**src/rtl/cmdx_pkg.sv**
```systemverilog
package cmdx_pkg;
   localparam logic [7:0] OP_RESET    = 8'h01;
   localparam logic [7:0] OP_READ     = 8'h10;
   localparam logic [7:0] OP_WRITE    = 8'h11;
   localparam logic [7:0] RC_UNKNOWN  = 8'hfe;
   localparam logic [7:0] RC_ERROR    = 8'hfd;
   localparam logic [7:0] RC_READ_OK  = 8'h7f;
   localparam logic [7:0] RC_WRITE_OK = 8'h7e;
   localparam logic [7:0] RC_RESET_OK = 8'h7d;

   typedef enum logic [1:0] {K_UNKNOWN, K_RESET, K_READ, K_WRITE} kind_e;
   typedef enum logic [2:0] {S_IDLE, S_DECODE, S_BUS, S_HOLD, S_BUILD} state_e;
endpackage

```
**src/rtl/cmdx_decode.sv**
```systemverilog
module cmdx_decode
   import cmdx_pkg::*;
#(
   parameter int         ADDR_B    = 2,
   parameter int         DATA_B    = 4,
   parameter logic [7:0] CMD_OPEN  = 8'h55,
   parameter logic [7:0] CMD_CLOSE = 8'haa,
   localparam int        NBYTES    = 3 + ADDR_B + DATA_B,
   localparam int        LEN_W     = $clog2(NBYTES + 1)
) (
   input  logic [8*NBYTES-1:0] frame,
   input  logic [LEN_W-1:0]    len,
   output kind_e               kind,
   output logic [7:0]          opcode,
   output logic [8*ADDR_B-1:0] addr,
   output logic [8*DATA_B-1:0] wdata
);
   localparam int LEN_RST = 3;
   localparam int LEN_RD  = 3 + ADDR_B;
   localparam int LEN_WR  = 3 + ADDR_B + DATA_B;

   logic [7:0] last_b;
   logic       frame_ok;

   assign opcode = frame[15:8];

   for (genvar i = 0; i < ADDR_B; i++) begin : g_addr
      assign addr[(ADDR_B-1-i)*8 +: 8] = frame[(2+i)*8 +: 8];
   end
   for (genvar i = 0; i < DATA_B; i++) begin : g_data
      assign wdata[(DATA_B-1-i)*8 +: 8] = frame[(2+ADDR_B+i)*8 +: 8];
   end

   always_comb begin
      last_b = 8'h00;
      for (int i = 0; i < NBYTES; i++)
         if (len == LEN_W'(i + 1)) last_b = frame[i*8 +: 8];
   end

   always_comb begin
      frame_ok = (frame[7:0] == CMD_OPEN) && (last_b == CMD_CLOSE);
      kind     = K_UNKNOWN;
      if (frame_ok) begin
         case (opcode)
            OP_RESET: if (len == LEN_W'(LEN_RST)) kind = K_RESET;
            OP_READ:  if (len == LEN_W'(LEN_RD))  kind = K_READ;
            OP_WRITE: if (len == LEN_W'(LEN_WR))  kind = K_WRITE;
            default:  kind = K_UNKNOWN;
         endcase
      end
   end
endmodule

```
**src/rtl/cmdx_bus.sv**
```systemverilog
module cmdx_bus #(
   parameter int ADDR_W = 16,
   parameter int DATA_W = 32
) (
   input  logic              clk,
   input  logic              rst_n,
   input  logic              go,
   input  logic              go_wr,
   input  logic [ADDR_W-1:0] go_addr,
   input  logic [DATA_W-1:0] go_wdata,
   output logic              dev_cs,
   output logic              dev_we,
   output logic [ADDR_W-1:0] dev_addr,
   output logic [DATA_W-1:0] dev_wdata,
   input  logic [DATA_W-1:0] dev_rdata,
   input  logic              dev_err,
   output logic              done,
   output logic [DATA_W-1:0] rdata_q,
   output logic              err_q
);
   logic smp_q;

   always_ff @(posedge clk or negedge rst_n) begin
      if (!rst_n) begin
         dev_cs    <= 1'b0;
         dev_we    <= 1'b0;
         dev_addr  <= '0;
         dev_wdata <= '0;
         smp_q     <= 1'b0;
         rdata_q   <= '0;
         err_q     <= 1'b0;
      end else begin
         smp_q <= dev_cs;
         if (go) begin
            dev_cs    <= 1'b1;
            dev_we    <= go_wr;
            dev_addr  <= go_addr;
            dev_wdata <= go_wdata;
         end else begin
            dev_cs <= 1'b0;
            dev_we <= 1'b0;
         end
         if (smp_q) begin
            rdata_q <= dev_rdata;
            err_q   <= dev_err;
         end
      end
   end

   assign done = smp_q;

   p_we_needs_cs_r4: assert property (@(posedge clk) disable iff (!rst_n)
      dev_we |-> dev_cs);
   p_cs_single_r11: assert property (@(posedge clk) disable iff (!rst_n)
      dev_cs |=> !dev_cs);
   p_sample_after_cs_r7: assert property (@(posedge clk) disable iff (!rst_n)
      dev_cs |=> done);
endmodule

```
**src/rtl/cmdx_hold.sv**
```systemverilog
module cmdx_hold #(
   parameter int CYCLES = 4,
   localparam int CW    = $clog2(CYCLES + 1)
) (
   input  logic clk,
   input  logic rst_n,
   input  logic go,
   output logic hold_o,
   output logic done
);
   logic [CW-1:0] cnt_q;

   always_ff @(posedge clk or negedge rst_n) begin
      if (!rst_n) begin
         hold_o <= 1'b0;
         cnt_q  <= '0;
      end else if (go) begin
         hold_o <= 1'b1;
         cnt_q  <= CW'(CYCLES - 1);
      end else if (hold_o) begin
         if (cnt_q == '0) hold_o <= 1'b0;
         else             cnt_q  <= cnt_q - 1'b1;
      end
   end

   assign done = hold_o && (cnt_q == '0);

   // run-length counter for the hold checker
   logic [CW:0] run_q;
   always_ff @(posedge clk or negedge rst_n) begin
      if (!rst_n)      run_q <= '0;
      else if (hold_o) run_q <= run_q + 1'b1;
      else             run_q <= '0;
   end

   p_hold_len_r8: assert property (@(posedge clk) disable iff (!rst_n)
      $fell(hold_o) |-> (run_q == (CW+1)'(CYCLES)));
endmodule

```
**src/rtl/cmdx_rsp.sv**
```systemverilog
module cmdx_rsp
   import cmdx_pkg::*;
#(
   parameter int         ADDR_B    = 2,
   parameter int         DATA_B    = 4,
   parameter logic [7:0] RSP_OPEN  = 8'haa,
   parameter logic [7:0] RSP_CLOSE = 8'h55,
   localparam int        NBYTES    = 3 + ADDR_B + DATA_B,
   localparam int        LEN_W     = $clog2(NBYTES + 1)
) (
   input  kind_e               kind,
   input  logic                err,
   input  logic [7:0]          opcode,
   input  logic [8*ADDR_B-1:0] addr,
   input  logic [8*DATA_B-1:0] rdata,
   output logic [8*NBYTES-1:0] bytes,
   output logic [LEN_W-1:0]    len
);
   logic bus_kind;
   assign bus_kind = (kind == K_READ) || (kind == K_WRITE);

   always_comb begin
      bytes      = '0;
      bytes[7:0] = RSP_OPEN;
      len        = LEN_W'(3);
      if (kind == K_UNKNOWN || (bus_kind && err)) begin
         bytes[15:8]  = (kind == K_UNKNOWN) ? RC_UNKNOWN : RC_ERROR;
         bytes[23:16] = opcode;
         bytes[31:24] = RSP_CLOSE;
         len          = LEN_W'(4);
      end else if (kind == K_RESET) begin
         bytes[15:8]  = RC_RESET_OK;
         bytes[23:16] = RSP_CLOSE;
         len          = LEN_W'(3);
      end else begin
         bytes[15:8] = (kind == K_READ) ? RC_READ_OK : RC_WRITE_OK;
         for (int i = 0; i < ADDR_B; i++)
            bytes[(2+i)*8 +: 8] = addr[(ADDR_B-1-i)*8 +: 8];
         if (kind == K_READ) begin
            for (int i = 0; i < DATA_B; i++)
               bytes[(2+ADDR_B+i)*8 +: 8] = rdata[(DATA_B-1-i)*8 +: 8];
            bytes[(2+ADDR_B+DATA_B)*8 +: 8] = RSP_CLOSE;
            len = LEN_W'(3 + ADDR_B + DATA_B);
         end else begin
            bytes[(2+ADDR_B)*8 +: 8] = RSP_CLOSE;
            len = LEN_W'(3 + ADDR_B);
         end
      end
   end
endmodule

```
**src/rtl/cmdx_exec.sv**
```systemverilog
module cmdx_exec
   import cmdx_pkg::*;
#(
   parameter int         ADDR_W     = 16,
   parameter int         DATA_W     = 32,
   parameter int         RST_CYCLES = 4,
   parameter logic [7:0] CMD_OPEN   = 8'h55,
   parameter logic [7:0] CMD_CLOSE  = 8'haa,
   parameter logic [7:0] RSP_OPEN   = 8'haa,
   parameter logic [7:0] RSP_CLOSE  = 8'h55,
   localparam int        ADDR_B     = ADDR_W / 8,
   localparam int        DATA_B     = DATA_W / 8,
   localparam int        NBYTES     = 3 + ADDR_B + DATA_B,
   localparam int        LEN_W      = $clog2(NBYTES + 1)
) (
   input  logic                clk,
   input  logic                rst_n,
   input  logic                cmd_valid,
   input  logic [LEN_W-1:0]    cmd_len,
   input  logic [8*NBYTES-1:0] cmd_frame,
   output logic                busy,
   output logic                rsp_start,
   output logic [LEN_W-1:0]    rsp_len,
   output logic [8*NBYTES-1:0] rsp_frame,
   output logic                dev_rst,
   output logic                dev_cs,
   output logic                dev_we,
   output logic [ADDR_W-1:0]   dev_addr,
   output logic [DATA_W-1:0]   dev_wdata,
   input  logic [DATA_W-1:0]   dev_rdata,
   input  logic                dev_err
);
   if (ADDR_W < 8 || ADDR_W % 8 != 0) begin : g_bad_addr
      $error("ADDR_W must be a positive multiple of 8");
   end
   if (DATA_W < 8 || DATA_W % 8 != 0) begin : g_bad_data
      $error("DATA_W must be a positive multiple of 8");
   end
   if (RST_CYCLES < 1) begin : g_bad_hold
      $error("RST_CYCLES must be at least 1");
   end

   state_e                state_q;
   logic [8*NBYTES-1:0]   frame_q;
   logic [LEN_W-1:0]      len_q;
   kind_e                 kind;
   logic [7:0]            opcode;
   logic [ADDR_W-1:0]     f_addr;
   logic [DATA_W-1:0]     f_wdata;
   logic                  bus_go, bus_done, bus_err;
   logic [DATA_W-1:0]     bus_rdata;
   logic                  hold_go, hold_done;
   logic [8*NBYTES-1:0]   rsp_bytes;
   logic [LEN_W-1:0]      rsp_n;

   cmdx_decode #(.ADDR_B(ADDR_B), .DATA_B(DATA_B),
                 .CMD_OPEN(CMD_OPEN), .CMD_CLOSE(CMD_CLOSE)) u_decode (
      .frame(frame_q), .len(len_q), .kind(kind), .opcode(opcode),
      .addr(f_addr), .wdata(f_wdata));

   assign bus_go  = (state_q == S_DECODE) && (kind == K_READ || kind == K_WRITE);
   assign hold_go = (state_q == S_DECODE) && (kind == K_RESET);

   cmdx_bus #(.ADDR_W(ADDR_W), .DATA_W(DATA_W)) u_bus (
      .clk(clk), .rst_n(rst_n), .go(bus_go), .go_wr(kind == K_WRITE),
      .go_addr(f_addr), .go_wdata(f_wdata),
      .dev_cs(dev_cs), .dev_we(dev_we), .dev_addr(dev_addr), .dev_wdata(dev_wdata),
      .dev_rdata(dev_rdata), .dev_err(dev_err),
      .done(bus_done), .rdata_q(bus_rdata), .err_q(bus_err));

   cmdx_hold #(.CYCLES(RST_CYCLES)) u_hold (
      .clk(clk), .rst_n(rst_n), .go(hold_go), .hold_o(dev_rst), .done(hold_done));

   cmdx_rsp #(.ADDR_B(ADDR_B), .DATA_B(DATA_B),
              .RSP_OPEN(RSP_OPEN), .RSP_CLOSE(RSP_CLOSE)) u_rsp (
      .kind(kind), .err(bus_err), .opcode(opcode), .addr(f_addr),
      .rdata(bus_rdata), .bytes(rsp_bytes), .len(rsp_n));

   always_ff @(posedge clk or negedge rst_n) begin
      if (!rst_n) begin
         state_q   <= S_IDLE;
         frame_q   <= '0;
         len_q     <= '0;
         rsp_frame <= '0;
         rsp_len   <= '0;
         rsp_start <= 1'b0;
      end else begin
         rsp_start <= 1'b0;
         case (state_q)
            S_IDLE: if (cmd_valid) begin
               frame_q <= cmd_frame;
               len_q   <= cmd_len;
               state_q <= S_DECODE;
            end
            S_DECODE: begin
               case (kind)
                  K_READ, K_WRITE: state_q <= S_BUS;
                  K_RESET:         state_q <= S_HOLD;
                  default:         state_q <= S_BUILD;
               endcase
            end
            S_BUS:  if (bus_done)  state_q <= S_BUILD;
            S_HOLD: if (hold_done) state_q <= S_BUILD;
            S_BUILD: begin
               rsp_frame <= rsp_bytes;
               rsp_len   <= rsp_n;
               rsp_start <= 1'b1;
               state_q   <= S_IDLE;
            end
            default: state_q <= S_IDLE;
         endcase
      end
   end

   assign busy = (state_q != S_IDLE);

   p_start_pulse_r9: assert property (@(posedge clk) disable iff (!rst_n)
      rsp_start |=> !rsp_start);
   p_rsp_len_legal_r2: assert property (@(posedge clk) disable iff (!rst_n)
      rsp_start |-> (rsp_len == LEN_W'(3) || rsp_len == LEN_W'(4) ||
                     rsp_len == LEN_W'(3 + ADDR_B) || rsp_len == LEN_W'(NBYTES)));
   p_cs_rst_excl_r11: assert property (@(posedge clk) disable iff (!rst_n)
      !(dev_cs && dev_rst));
   p_busy_ignores_r10: assert property (@(posedge clk) disable iff (!rst_n)
      (busy && cmd_valid) |=> $stable(frame_q));
   p_frame_held_r9: assert property (@(posedge clk) disable iff (!rst_n)
      !rsp_start |-> $stable(rsp_frame));
endmodule

```
**config.mk**
```make
export PLATFORM = sky130hd
export DESIGN_NAME = cmdx_exec
export DESIGN_NICKNAME = d
export VERILOG_FILES = /design/src/rtl/cmdx_pkg.sv /design/src/rtl/cmdx_decode.sv /design/src/rtl/cmdx_bus.sv /design/src/rtl/cmdx_hold.sv /design/src/rtl/cmdx_rsp.sv /design/src/rtl/cmdx_exec.sv
export SDC_FILE = /design/constraint.sdc
export NUM_CORES = 1
export LEC_CHECK = 0
export BUFFER_PORTS_ARGS = -buffer_cell sky130_fd_sc_hd__buf_2
export CAP_MARGIN = 20
export CORE_AREA = 2 2 169 171
export DETAILED_ROUTE_END_ITERATION = 10
export DIE_AREA = 0 0 171 173
export SLEW_MARGIN = 15
export SYNTH_ARGS = -nofsm -noshare
export SYNTH_HDL_FRONTEND = slang
export SYNTH_SLANG_ARGS = --single-unit
```
**constraint.sdc**
```tcl
create_clock -name clk -period 5.05 [get_ports clk]
set_input_delay 1.515 -clock clk [delete_from_list [all_inputs] [get_ports clk]]
set_output_delay 1.515 -clock clk [all_outputs]
set_load 0.05 [all_outputs]
```
# Yosys cells after proc, flatten, opt, wreduce, memory -nomap -nowiden
# Index checks and enable logic that the tools add are counted.
# totals
reg_bits,240
input_bits,112
# op_classes
addsub,1
eq_ne,25
n_mux,39
n_reduce_logical,16
# ops
operator,count
two-way mux 8 bit,10
two-way mux 48 bit,1
two-way mux 40 bit,1
two-way mux 31 bit,1
two-way mux 24 bit,1
two-way mux 3 bit,6
"equality test 4 x 3 -> 1 bit, second input constant",4
"equality test 8 x 5 -> 1 bit, second input constant",2
two-way mux 16 bit,1
two-way mux 4 bit,3
case mux 3 bit (4 select lines),1
"equality test 4 x 2 -> 1 bit, second input constant",2
"equality test 4 bit, second input constant",2
"equality test 8 x 1 -> 1 bit, second input constant",1
"equality test 8 x 7 -> 1 bit, second input constant",1
"equality test 8 bit, second input constant",1
two-way mux 1 bit,8
two-way mux 2 bit,4
"equality test 3 x 2 -> 1 bit, second input constant",2
logical NOT 3 bit,2
"inequality test 2 bit, second input constant",3
case mux 2 bit (3 select lines),1
case mux 3 bit (2 select lines),1
logical AND 1 bit,5
other kinds (14),17

# Depth between registers and ports, before layout
# Gate-level depths: netlist of the first run.
# depth
depth_word,18
mapped_depth,16
depth_no_buf,12

# Modules after synthesis
# A second synthesis of the first run with hierarchy kept.
# hier_totals
hier_cells,827
hier_area_um2,11272.1
# modules_own_cells
mod,n_inst,cells_each,area_per_inst_um2,seq_area_each_um2
cmdx_exec,1,345,5883.1,3903.7
cmdx_bus,1,175,3138.0,2102.0
cmdx_decode,1,168,1222.4,0.0
cmdx_rsp,1,117,803.3,0.0
cmdx_hold,1,22,225.2,100.1

# Least setup slack after synthesis of the first run
# OpenSTA, ideal clock, no wires.
# synth_timing
path_kind,register to register
from,reg len_q[0]
to,reg u_bus.dev_addr[10]
setup_ns,0.125
arrival_ns,3.491
required_time_ns,4.925
slack_ns,1.434
stages_incl_launch_ff,12
synth_period_minus_slack_ns,3.616
path_cell_list,dfrtp_1 -> buf_4 -> clkbuf_1 -> nand3b_1 -> a2111oi_2 -> a31oi_1 -> nor3_1 -> ha_1 -> o211a_1 -> clkbuf_1 -> buf_1 -> mux2_2
# synth_between
elab_chain_len,16
# synth_rtl
element,line,text
from (decl),cmdx_exec.sv:45,logic [LEN_W-1:0] len_q;
from (signal assigned),cmdx_exec.sv:92,len_q <= cmd_len;
equality test 4 x 1 -> 1 bit,cmdx_decode.sv:37,if (len == LEN_W'(i + 1)) last_b = frame[i*8 +: 8];
two-way mux 8 bit (9 in a row),cmdx_decode.sv:37,
equality test 8 bit,cmdx_decode.sv:41,frame_ok = (frame[7:0] == CMD_OPEN) && (last_b == CMD_CLOSE);
logical AND 1 bit,cmdx_decode.sv:41,
two-way mux 2 bit *,cmdx_decode.sv:43,if (frame_ok) begin
equality test 2 bit,cmdx_exec.sv:61,assign bus_go = (state_q == S_DECODE) && (kind == K_READ || kind == K_WRITE);
logical OR 1 bit *,cmdx_exec.sv:61,
logical AND 1 bit *,cmdx_exec.sv:61,
via bus_go,cmdx_exec.sv:50,"logic bus_go, bus_done, bus_err;"
to (signal assigned),cmdx_bus.sv:37,dev_addr <= go_addr;
to (decl),cmdx_bus.sv:13,"output logic [ADDR_W-1:0] dev_addr,"
# The timed path passes the listed nets; every way through them passes the cells marked *.
# A chain may end at the register's enable or synchronous reset.

# Worst setup path after layout of the first run
# layout_timing
from,reg len_q[0]
to,reg rsp_frame[34]
# layout_between
elab_chain_len,18
# layout_rtl
element,line,text
equality test 4 x 1 -> 1 bit,cmdx_decode.sv:37,
two-way mux 8 bit (9 in a row),cmdx_decode.sv:37,
equality test 8 bit,cmdx_decode.sv:41,
logical AND 1 bit,cmdx_decode.sv:41,
two-way mux 2 bit *,cmdx_decode.sv:43,
"equality test 2 bit, on equally long branches","cmdx_rsp.sv:20, cmdx_rsp.sv:39",
logical OR 1 bit,cmdx_rsp.sv:20,assign bus_kind = (kind == K_READ) || (kind == K_WRITE);
logical AND 1 bit,cmdx_rsp.sv:26,if (kind == K_UNKNOWN || (bus_kind && err)) begin
logical OR 1 bit,cmdx_rsp.sv:26,
two-way mux 40 bit *,cmdx_rsp.sv:26,
to (signal assigned),cmdx_exec.sv:105,rsp_frame <= rsp_bytes;
to (decl),cmdx_exec.sv:24,"output logic [8*NBYTES-1:0] rsp_frame,"
# Mark *: on every way between the ends. The rest lies on a longest branch, timed or not.

==> results of run 1 <==
-- placed cells by master (no fill, tap or decap), drive strengths merged, types with 4 or more instances in the layout --
cell type / instances
a21oi: 19
o211ai: 4
nand2: 34
diode: 5
nor4bb: 6
nor2b: 9
mux2i: 10
conb: 8
nand3b: 5
o221ai: 5
nand4: 5
o21ai: 22
a22o: 30
a32o: 4
nand3: 14
nand2b: 10
clkinv: 6
ha: 7
clkbuf: 36
dfrtp: 224
a32oi: 6
mux2: 153
buf: 244
inv: 16
nor2: 44
-- state kept, by name (all words and copies together), names as in the netlist --
| register | count |
|---|---|
| u_bus.dev_we | 1 |
| u_hold.hold_o | 1 |
| u_bus.dev_cs | 1 |
| rsp_frame | 53 |
| frame_q | 72 |
| u_bus.rdata_q | 32 |
| u_hold.cnt_q | 3 |
| u_bus.dev_addr | 16 |
| rsp_start | 1 |
| u_bus.err_q | 1 |
| len_q | 4 |
| u_bus.dev_wdata | 32 |
| u_bus.done | 1 |
| rsp_len | 3 |
| state_q | 3 |
-- critical path: cells and delay by family, from the launching register on --
kind	cells	cell delay [ps]
AOI/OAI and AO/OA	6	1560
and+or+nand+nor	3	690
DFF	1	980
buffers and inverters	1	370
adders and majority gates	1	490
-- power by group --
group          switching (uW)  leakage, uW  internal (uW)  total, uW
registers                 252      0.00289           1990       2240
clock network             723     0.000386           1010       1740
logic                     465      0.00258            338        802
total                    1440      0.00586           3340       4780
-- cells by family after synthesis --
kind of cell | count (synthesis) | synth area share (%)
AND/OR/NAND/NOR | 152 | 8.37
XOR/XNOR | 1 | 0.0909
other | 1 | 0.0389
buffers and inverters | 79 | 4.36
AO/OA/AOI/OAI | 117 | 9.14
flip-flops | 224 | 58.2
adder cells (fa/ha/maj) | 7 | 0.909
multiplexers | 163 | 18.9
-- layer usage --
| metal | vias up | share of wire (%) | GRT usage, % |
|---|---|---|---|
| li1 | 3093 | - | - |
| met2 | 214 | 45 | 25.4 |
| met1 | 3298 | 44 | 24.3 |
| met5 | - | 0.052 | 0 |
| met3 | 49 | 7.6 | 3.85 |
| met4 | 2 | 3.1 | 5.69 |
-- worst paths after layout --
check / from / to / slack, ps / cells past startpoint
hold / removal: u_bus.dev_cs / u_bus.done / 370 / 0
min in group asynchronous: rst_n / u_bus.dev_wdata[7] / 1000 / 1
max in group asynchronous: rst_n / rsp_frame[60] / 3040 / 2
setup reg to reg: len_q[0] / rsp_frame[34] / 780 / 11
hold reg to reg: u_bus.dev_cs / u_bus.done / 370 / 0
setup / recovery: len_q[0] / rsp_frame[34] / 780 / 11
-- metrics by stage --
step / power (uW) / hold WS, ps / area [um^2] / util (%)
after floorplan: 2770 / 462 / 9660 / -
after global placement: 3070 / 359 / 11100 / 40.1
final: 4780 / 370 / 11900 / 42.9
after detailed placement: 3080 / 355 / 11100 / 40.1
after CTS: 4850 / 371 / 11900 / 42.9
after global routing: 5010 / 383 / 11900 / 42.9
-- final cells by class --
class                      instances  share of cell area [%]
sequential                       224                    47.2
multi-input combinational        448                    30.7
timing repair buffer             244                    10.8
clock buffer                      36                    6.23
tap                              378                    3.99
inverter                          16                   0.506
clock inverter                     6                   0.348
antenna                            5                   0.105
==> impl_metrics.tcl, run 1 <==
set metrics [dict create \
    status "finished, final reports clean" \
    ys_types 62 \
    num_rows 61 \
    finalClockSkew_ps 23.7 \
    tritoncts.num_buffers 26 \
    synth_edf_count 0 \
    rsz0062_at_grt "no" \
    slew_headroom_pct 36.0 \
    syn_area_mm2 0.00964 \
    portBuffers 232 \
    post_cts_buffers 0 \
    critPathMaxStageDelay_ps 980 \
    p_leak_uw 0.00586 \
    synthTopCellsByArea "dfrtp_1 58%, mux2_2 18%, a22o_1 2.7%, buf_4 1.8%, nor2_1 1.7%" \
    synthArstFlopShare_pct 100 \
    detail_route.vias_per_cell 4.90 \
    die_h_um 173 \
    path_cells "nor2b_1, a31oi_1, a221oi_1, o32a_1, nor2_1, a31oi_1, nor3_1, ha_1, clkinv_1, o211ai_1, o21ai_0" \
    yosysMostFrequentCell "dfrtp_1" \
    maxSlewViolCount 0 \
    maxCapViolations 0 \
    final_hold_viol_count 0 \
    setup-violations-final 0 \
    worstSetupEndpointType "register" \
    wl_um 25100 \
    fill_cells 2635 \
    drt_iter0_drc 371 \
    htree_levels 1 \
    ys_ff_latch 224 \
    cellPowerDensity_mw_per_mm2 403 \
    post-route-period-util_pct 84.6 \
    initial_core_util_pct 34.9 \
    cts.sinks 224 \
    area_growth_pct 23.1 \
    fp.dieArea_mm2 0.0296 \
    grt_max_degree 97 \
    netlist.area_leader.share_pct 58.2 \
    fin_cells 1357 \
    drive_above_1_share_pct 45.1 \
    worst_slack_ps 779 \
    cts_resized 0 \
    yosys.area.top_type "dfrtp_1" \
    max_freq_ghz 0.234 \
    die_width_um 171 \
    dp_slack_ps 841 \
    crit_required_ps 5410 \
    dp_cells 1310 \
    seq_area_frac_synth_pct 58.2 \
    cp_common_cell "a31oi_1" \
    layout_min_cycle_time_ps 4270 \
    grt_pass1_vias 6623 \
    place_hpwl_um 17600 \
    synth_common_cells "224 x dfrtp_1, 150 x mux2_2, 44 x nor2_1, 34 x nand2_1, 30 x a22o_1" \
    yosys_warnings 0 \
    clock-root-buffer "clkbuf_16" \
    wire_per_inst_um 18.5 \
    overflow 0 \
    clk_path_buf_depth 3 \
    grt_usage_pct 17.0 \
    synth-main-ff-cell "dfrtp_1" \
    regArea_mm2 0.00561 \
    antenna_found_initial 6 \
    worst_pin_slew_ps 961 \
    drt_first_pass_iters 4 \
    hold_buffers 0 \
    coreArea_mm2 0.0276 \
    route.vias.total 6656 \
    crit_type "register to register" \
    cts.clk_slew.worst_paths_ps 60 \
    path_max_fanout 31 \
    netlist_instances 744 \
    grt_pass1_wl_um 39200 \
    crit_path_top_delay_cell "dfrtp_1" \
    remaining_drc_errors 0 \
    clkLatencyLatePin_ps 530 \
    cp.arrival_ps 4630 \
    cts_tree "built" \
    peakVddDrop_uv 221 \
    routabilityCongestion 0.856 \
    multiInputGateArea_mm2 0.00365 \
    nets 1079 \
    tns_ps 0 \
    hold_class "register to register" \
    drtAntennaViolNets 0 \
    start_kind "register" \
    synth.avg_cell_area_um2 13.0 \
    io_pins 241 \
]
(Power assumes the default switching activity.)
==> run 2: changes to the inputs <==
clock period = 4.5 ns   (was 5.05 ns; I/O delays follow)
==> impl_metrics.tcl, run 2 (synthesized netlist as in run 1, its figures left out) <==
set metrics [dict create \
    status "finished, final reports clean" \
    hold_class "register to register" \
    hold_buffers 0 \
    peakVddDrop_uv 219 \
    path_max_fanout 23 \
    slew_headroom_pct 47.6 \
    num_rows 61 \
    fill_cells 2620 \
    area_growth_pct 23.8 \
    route.vias.total 6712 \
    finalClockSkew_ps 17.3 \
    routabilityCongestion 0.867 \
    post-route-period-util_pct 83.3 \
    drive_above_1_share_pct 45.6 \
    cellPowerDensity_mw_per_mm2 453 \
    overflow 0 \
    regArea_mm2 0.00561 \
    wire_per_inst_um 18.6 \
    post_cts_buffers 0 \
    place_hpwl_um 18200 \
    die_width_um 171 \
    final_hold_viol_count 0 \
    reg_top3 "frame_q (72), rsp_frame (53)" \
    die_h_um 173 \
    grt_max_degree 98 \
    regMostFlops "frame_q" \
    cp.arrival_ps 4090 \
    grt_pass1_vias 6752 \
    worstSetupEndpointType "register" \
    io_pins 241 \
    multiInputGateArea_mm2 0.00365 \
    cts.clk_slew.worst_paths_ps 60 \
    portBuffers 232 \
    clock-root-buffer "clkbuf_16" \
    setup-violations-final 0 \
    cts_tree "built" \
    tritoncts.num_buffers 25 \
    layout_commonest_cell "buf_2" \
    htree_levels 1 \
    crit_type "register to register" \
    max_freq_ghz 0.267 \
    tns_ps 0 \
    wl_um 25300 \
    rsz0062_at_grt "no" \
    remaining_drc_errors 0 \
    grt_usage_pct 17.1 \
    nets 1084 \
    clk_path_buf_depth 3 \
    cts.sinks 224 \
    crit_required_ps 4840 \
    drt_iter0_drc 367 \
    fp.dieArea_mm2 0.0296 \
    clkLatencyLatePin_ps 510 \
    final_util_pct 43.2 \
    antenna_found_initial 4 \
    layout_common_cells "231 x buf_2, 224 x dfrtp_1, 150 x mux2_2" \
    cts_resized 0 \
    maxCapViolations 0 \
    largest_reg_flops 72 \
    drt_first_pass_iters 4 \
    start_kind "register" \
    detail_route.vias_per_cell 4.94 \
    grt_pass1_wl_um 39400 \
    worst_pin_slew_ps 782 \
    initial_core_util_pct 34.9 \
    layout_min_cycle_time_ps 3750 \
    p_leak_uw 0.00590 \
    drtAntennaViolNets 0 \
    maxSlewViolCount 0 \
    coreArea_mm2 0.0276 \
]
[run 2: per-stage QoR]
stage	cell area (um^2)	setup WS (ps)	hold slack [ps]	power, uW	cells
after floorplan	9660	884	462	3110	751
after global placement	11100	891	358	3460	1316
after detailed placement	11100	808	359	3480	1316
after CTS	11900	775	369	5470	1359
after global routing	11900	363	383	5680	1359
final	11900	752	368	5400	1360
[run 2: path summary, 6_finish.rpt]
path                              startpoint            end  slack (ps)  cells after the start
worst max-delay path                len_q[0]  rsp_frame[34]         750                     11
worst min-delay path            u_bus.dev_cs     u_bus.done         370                      0
worst max register to register      len_q[0]  rsp_frame[34]         750                     11
worst min register to register  u_bus.dev_cs     u_bus.done         370                      0
max in group asynchronous              rst_n     rsp_len[0]        2730                      2
min in group asynchronous              rst_n    frame_q[65]         850                      1
[run 2: layer usage]
metal / GRT usage [%] / wire length [um] / vias up
met2: 25.7 / 11400 / 210
met4: 6.25 / 847 / 4
li1: - / - / 3102
met5: 0 / 27 / -
met1: 24.1 / 11300 / 3339
met3: 4.17 / 1760 / 57
[run 2: layout make-up]
cell class              count  share of cell area [%]
repair buffers            250                    11.3
multi-input cells         448                    30.6
flip-flops and latches    224                    47.0
clock inverters             6                   0.482
well taps                 378                    3.96
clock buffers              37                    6.21
diodes                      1                  0.0210
inverters                  16                   0.503
[run 2: power by group]
part	internal (uW)	total [uW]	switching, uW
combinational	390	938	547
sequential	2230	2500	268
clock	1190	1960	779
[run 2: critical path, cell delays in order, from the launching register on]
cell and delay (ps):
dfrtp_1 800, nor2b_1 160, a31oi_1 200, a221oi_1 120, o32a_1 420, nor2_1 100
a31oi_1 130, nor3_1 380, ha_1 510, clkinv_1 170, o211ai_1 380, o21ai_0 200
==> run 3: changes to the inputs <==
ABC_AREA = 1   (was default)
CORE_AREA = 2 2 168 170   (was 2 2 169 171)
DIE_AREA = 0 0 170 172   (was 0 0 171 173)
clock period = 3.4 ns   (was 4.5 ns; I/O delays follow)
==> impl_metrics.tcl, run 3 <==
set metrics [dict create \
    io_pins 241 \
    rr_startpoint "len_q[2]" \
    grt_max_degree 84 \
    worst_pin_slew_ps 1010 \
    synth.avg_cell_area_um2 9.12 \
    peakVddDrop_uv 381 \
    netlist_instances 1045 \
    layout_common_cells "290 x nand2_1, 231 x buf_2, 223 x dfrtp_1" \
    reg_top3 "frame_q (72), rsp_frame (53)" \
    drt_iter0_drc 565 \
    drt_first_pass_iters 5 \
    ys_ff_latch 224 \
    finalClockSkew_ps 23.5 \
    fp.dieArea_mm2 0.0292 \
    drive_above_1_share_pct 27.8 \
    maxSlewViolCount 0 \
    largest_reg_flops 72 \
    fin_cells 1629 \
    synthAdderAreaFrac_pct 0.919 \
    ys_types 38 \
    wl_um 26400 \
    portBuffers 232 \
    cts_tree "built" \
    whs_ps 408 \
    layout_commonest_cell "nand2_1" \
    initial_core_util_pct 34.7 \
    layout_min_cycle_time_ps 3050 \
    crit_type "register to register" \
    crit_required_ps 3840 \
    dp_cells 1581 \
    hold_class "register to register" \
    grt_usage_pct 18.3 \
    p_leak_uw 0.00606 \
    routabilityCongestion 0.894 \
    yosys.area.top_type "dfrtp_1" \
    slew_headroom_pct 32.7 \
    rsz0062_at_grt "no" \
    place_hpwl_um 18900 \
    maxCapViolations 0 \
    seq_area_frac_synth_pct 58.8 \
    num_rows 61 \
    drtAntennaViolNets 0 \
    synthMuxAreaShare_pct 3.66 \
    area_growth_pct 25.1 \
    worstSetupEndpointType "register" \
    synth_top_family_by_area "simple AND/OR/NAND/NOR gates" \
    synth-main-ff-cell "dfrtp_1" \
    grt_pass1_vias 7525 \
    cts.clk_slew.worst_paths_ps 60 \
    cellPowerDensity_mw_per_mm2 719 \
    nets 1383 \
    final_util_pct 43.4 \
    post-route-period-util_pct 89.6 \
    route.vias.total 7718 \
    overflow 0 \
    cts.sinks 224 \
    synth-compound-area-share_pct 8.79 \
    yosysMostFrequentCell "nand2_1" \
    synth_edf_count 0 \
    synthTopCellsByArea "dfrtp_1 59%, nand2_1 11%, mux2_2 3.7%, nand3_1 3.4%, nor2_1 3.2%" \
    clock-root-buffer "clkbuf_16" \
    min_to "u_bus.done" \
    whs_path_depth 0 \
    path_max_fanout 28 \
    rrSetupSlack_ps 350 \
    antenna_found_initial 3 \
    start_kind "register" \
    wire_per_inst_um 16.2 \
    r2r-end "rsp_frame[45]" \
    synth-xor-area-share_pct 0 \
    synthArstFlopShare_pct 100 \
    setup-violations-final 0 \
    tritoncts.num_buffers 26 \
    final_hold_viol_count 0 \
    remaining_drc_errors 0 \
    die_h_um 172 \
    detail_route.vias_per_cell 4.74 \
    syn_area_mm2 0.00953 \
    tns_ps 0 \
    coreArea_mm2 0.0275 \
    regMostFlops "frame_q" \
    die_width_um 170 \
    yosys_warnings 0 \
    synth_common_cells "290 x nand2_1, 224 x dfrtp_1, 80 x nor2_1, 74 x inv_1, 65 x nand3_1" \
    status "finished, final reports clean" \
    max_freq_ghz 0.328 \
    grt_pass1_wl_um 41900 \
    clk_path_buf_depth 3 \
    hp-start "u_bus.dev_cs" \
    netlist.area_leader.share_pct 58.8 \
    clkLatencyLatePin_ps 540 \
    worst-r2r-cell-count 18 \
    cp.arrival_ps 3480 \
    synth_simple_gate_area_share_pct 20.8 \
    htree_levels 1 \
]
run 3: cell count changes in the layout (fill, tap and decap cells not counted), sizes merged, moves of 9 or more:
cell and change:
nand2 +260, mux2 -122, o21ai +79, inv +67, nand3 +52, nor2 +40, a21oi +32, a22o -30
mux2i -10, nand2b -10, nor2b -9
run 3: how the worst max path moves through the flow:
stage | from | endpoint | slack (ps) | depth (start not counted)
3_3_place_gp | len_q[0] | u_bus.dev_wdata[25] | 400 | 19
6_report | len_q[2] | rsp_frame[45] | 350 | 18
4_1_cts | len_q[0] | rsp_frame[22] | 240 | 19
3_5_place_dp | len_q[0] | rsp_frame[22] | 270 | 19
2_1_floorplan | len_q[3] | u_bus.dev_addr[10] | 280 | 20
5_1_grt | len_q[1] | rsp_frame[51] | 20 | 18
run 3: cells by family (layout without fill, tap and decap cells):
logic type | Yosys count | in the layout
and+or+nand+nor | 470 | 470
DFF | 224 | 224
AOI/OAI and AO/OA | 161 | 161
buffers and inverters | 151 | 379
muxes | 31 | 31
adders and majority gates | 7 | 7
other | 1 | 11
run 3: per-stage QoR:
| stage | instance area [um^2] | total power, uW | setup WS [ps] |
|---|---|---|---|
| after CTS | 11900 | 8630 | 243 |
| after global routing | 11900 | 9080 | 24.5 |
| final | 11900 | 8560 | 353 |
| after floorplan | 9550 | 5080 | 284 |
| after global placement | 11000 | 5820 | 397 |
| after detailed placement | 11000 | 5840 | 273 |
run 3: power by group:
| part | switching, uW | total [uW] | leakage [uW] | internal [uW] |
|---|---|---|---|---|
| logic | 1490 | 2210 | 0.00294 | 718 |
| clock network | 1090 | 2740 | 0.000420 | 1650 |
| registers | 406 | 3610 | 0.00270 | 3200 |
run 3: critical path, cell delays in order (launching register included):
cell and delay [ps]:
dfrtp_1 410, inv_2 90, nor2_4 190, nand2_1 200, nand4_1 150, nand2_1 80
nand2_1 60, nand3_1 60, nand2_1 80, nand4_1 170, nand2_2 160, nand2_1 100
nor2_2 170, inv_1 120, ha_1 310, nor2_2 180, buf_12 190, nand2_1 60
o21ai_1 140
run 3: timing repair:
item / CTS / global route
gates resized for setup: 0 / 5
endpoints found under the setup margin: 0 / 89
hold endpoints to repair: 0 / 0
setup buffers: 0 / 1
hold buffers: 0 / 0
run 3: per-layer routing:
layer / track usage (%) / up-vias / wire, um
met2: 29.8 / 264 / 12100
met3: 5.58 / 39 / 2350
met5: 0 / - / 0
li1: - / 3782 / -
met4: 4.31 / 0 / 498
met1: 23.9 / 3633 / 11500
run 3: area by class of cell:
class	count	area, um^2
repair buffers	252	1400
clock buffers	38	776
flip-flops and latches	224	5610
well taps	346	433
fillers	2744	15600
diodes	3	7.51
inverters	83	312
multi-input cells	677	3310
clock inverters	6	73.8
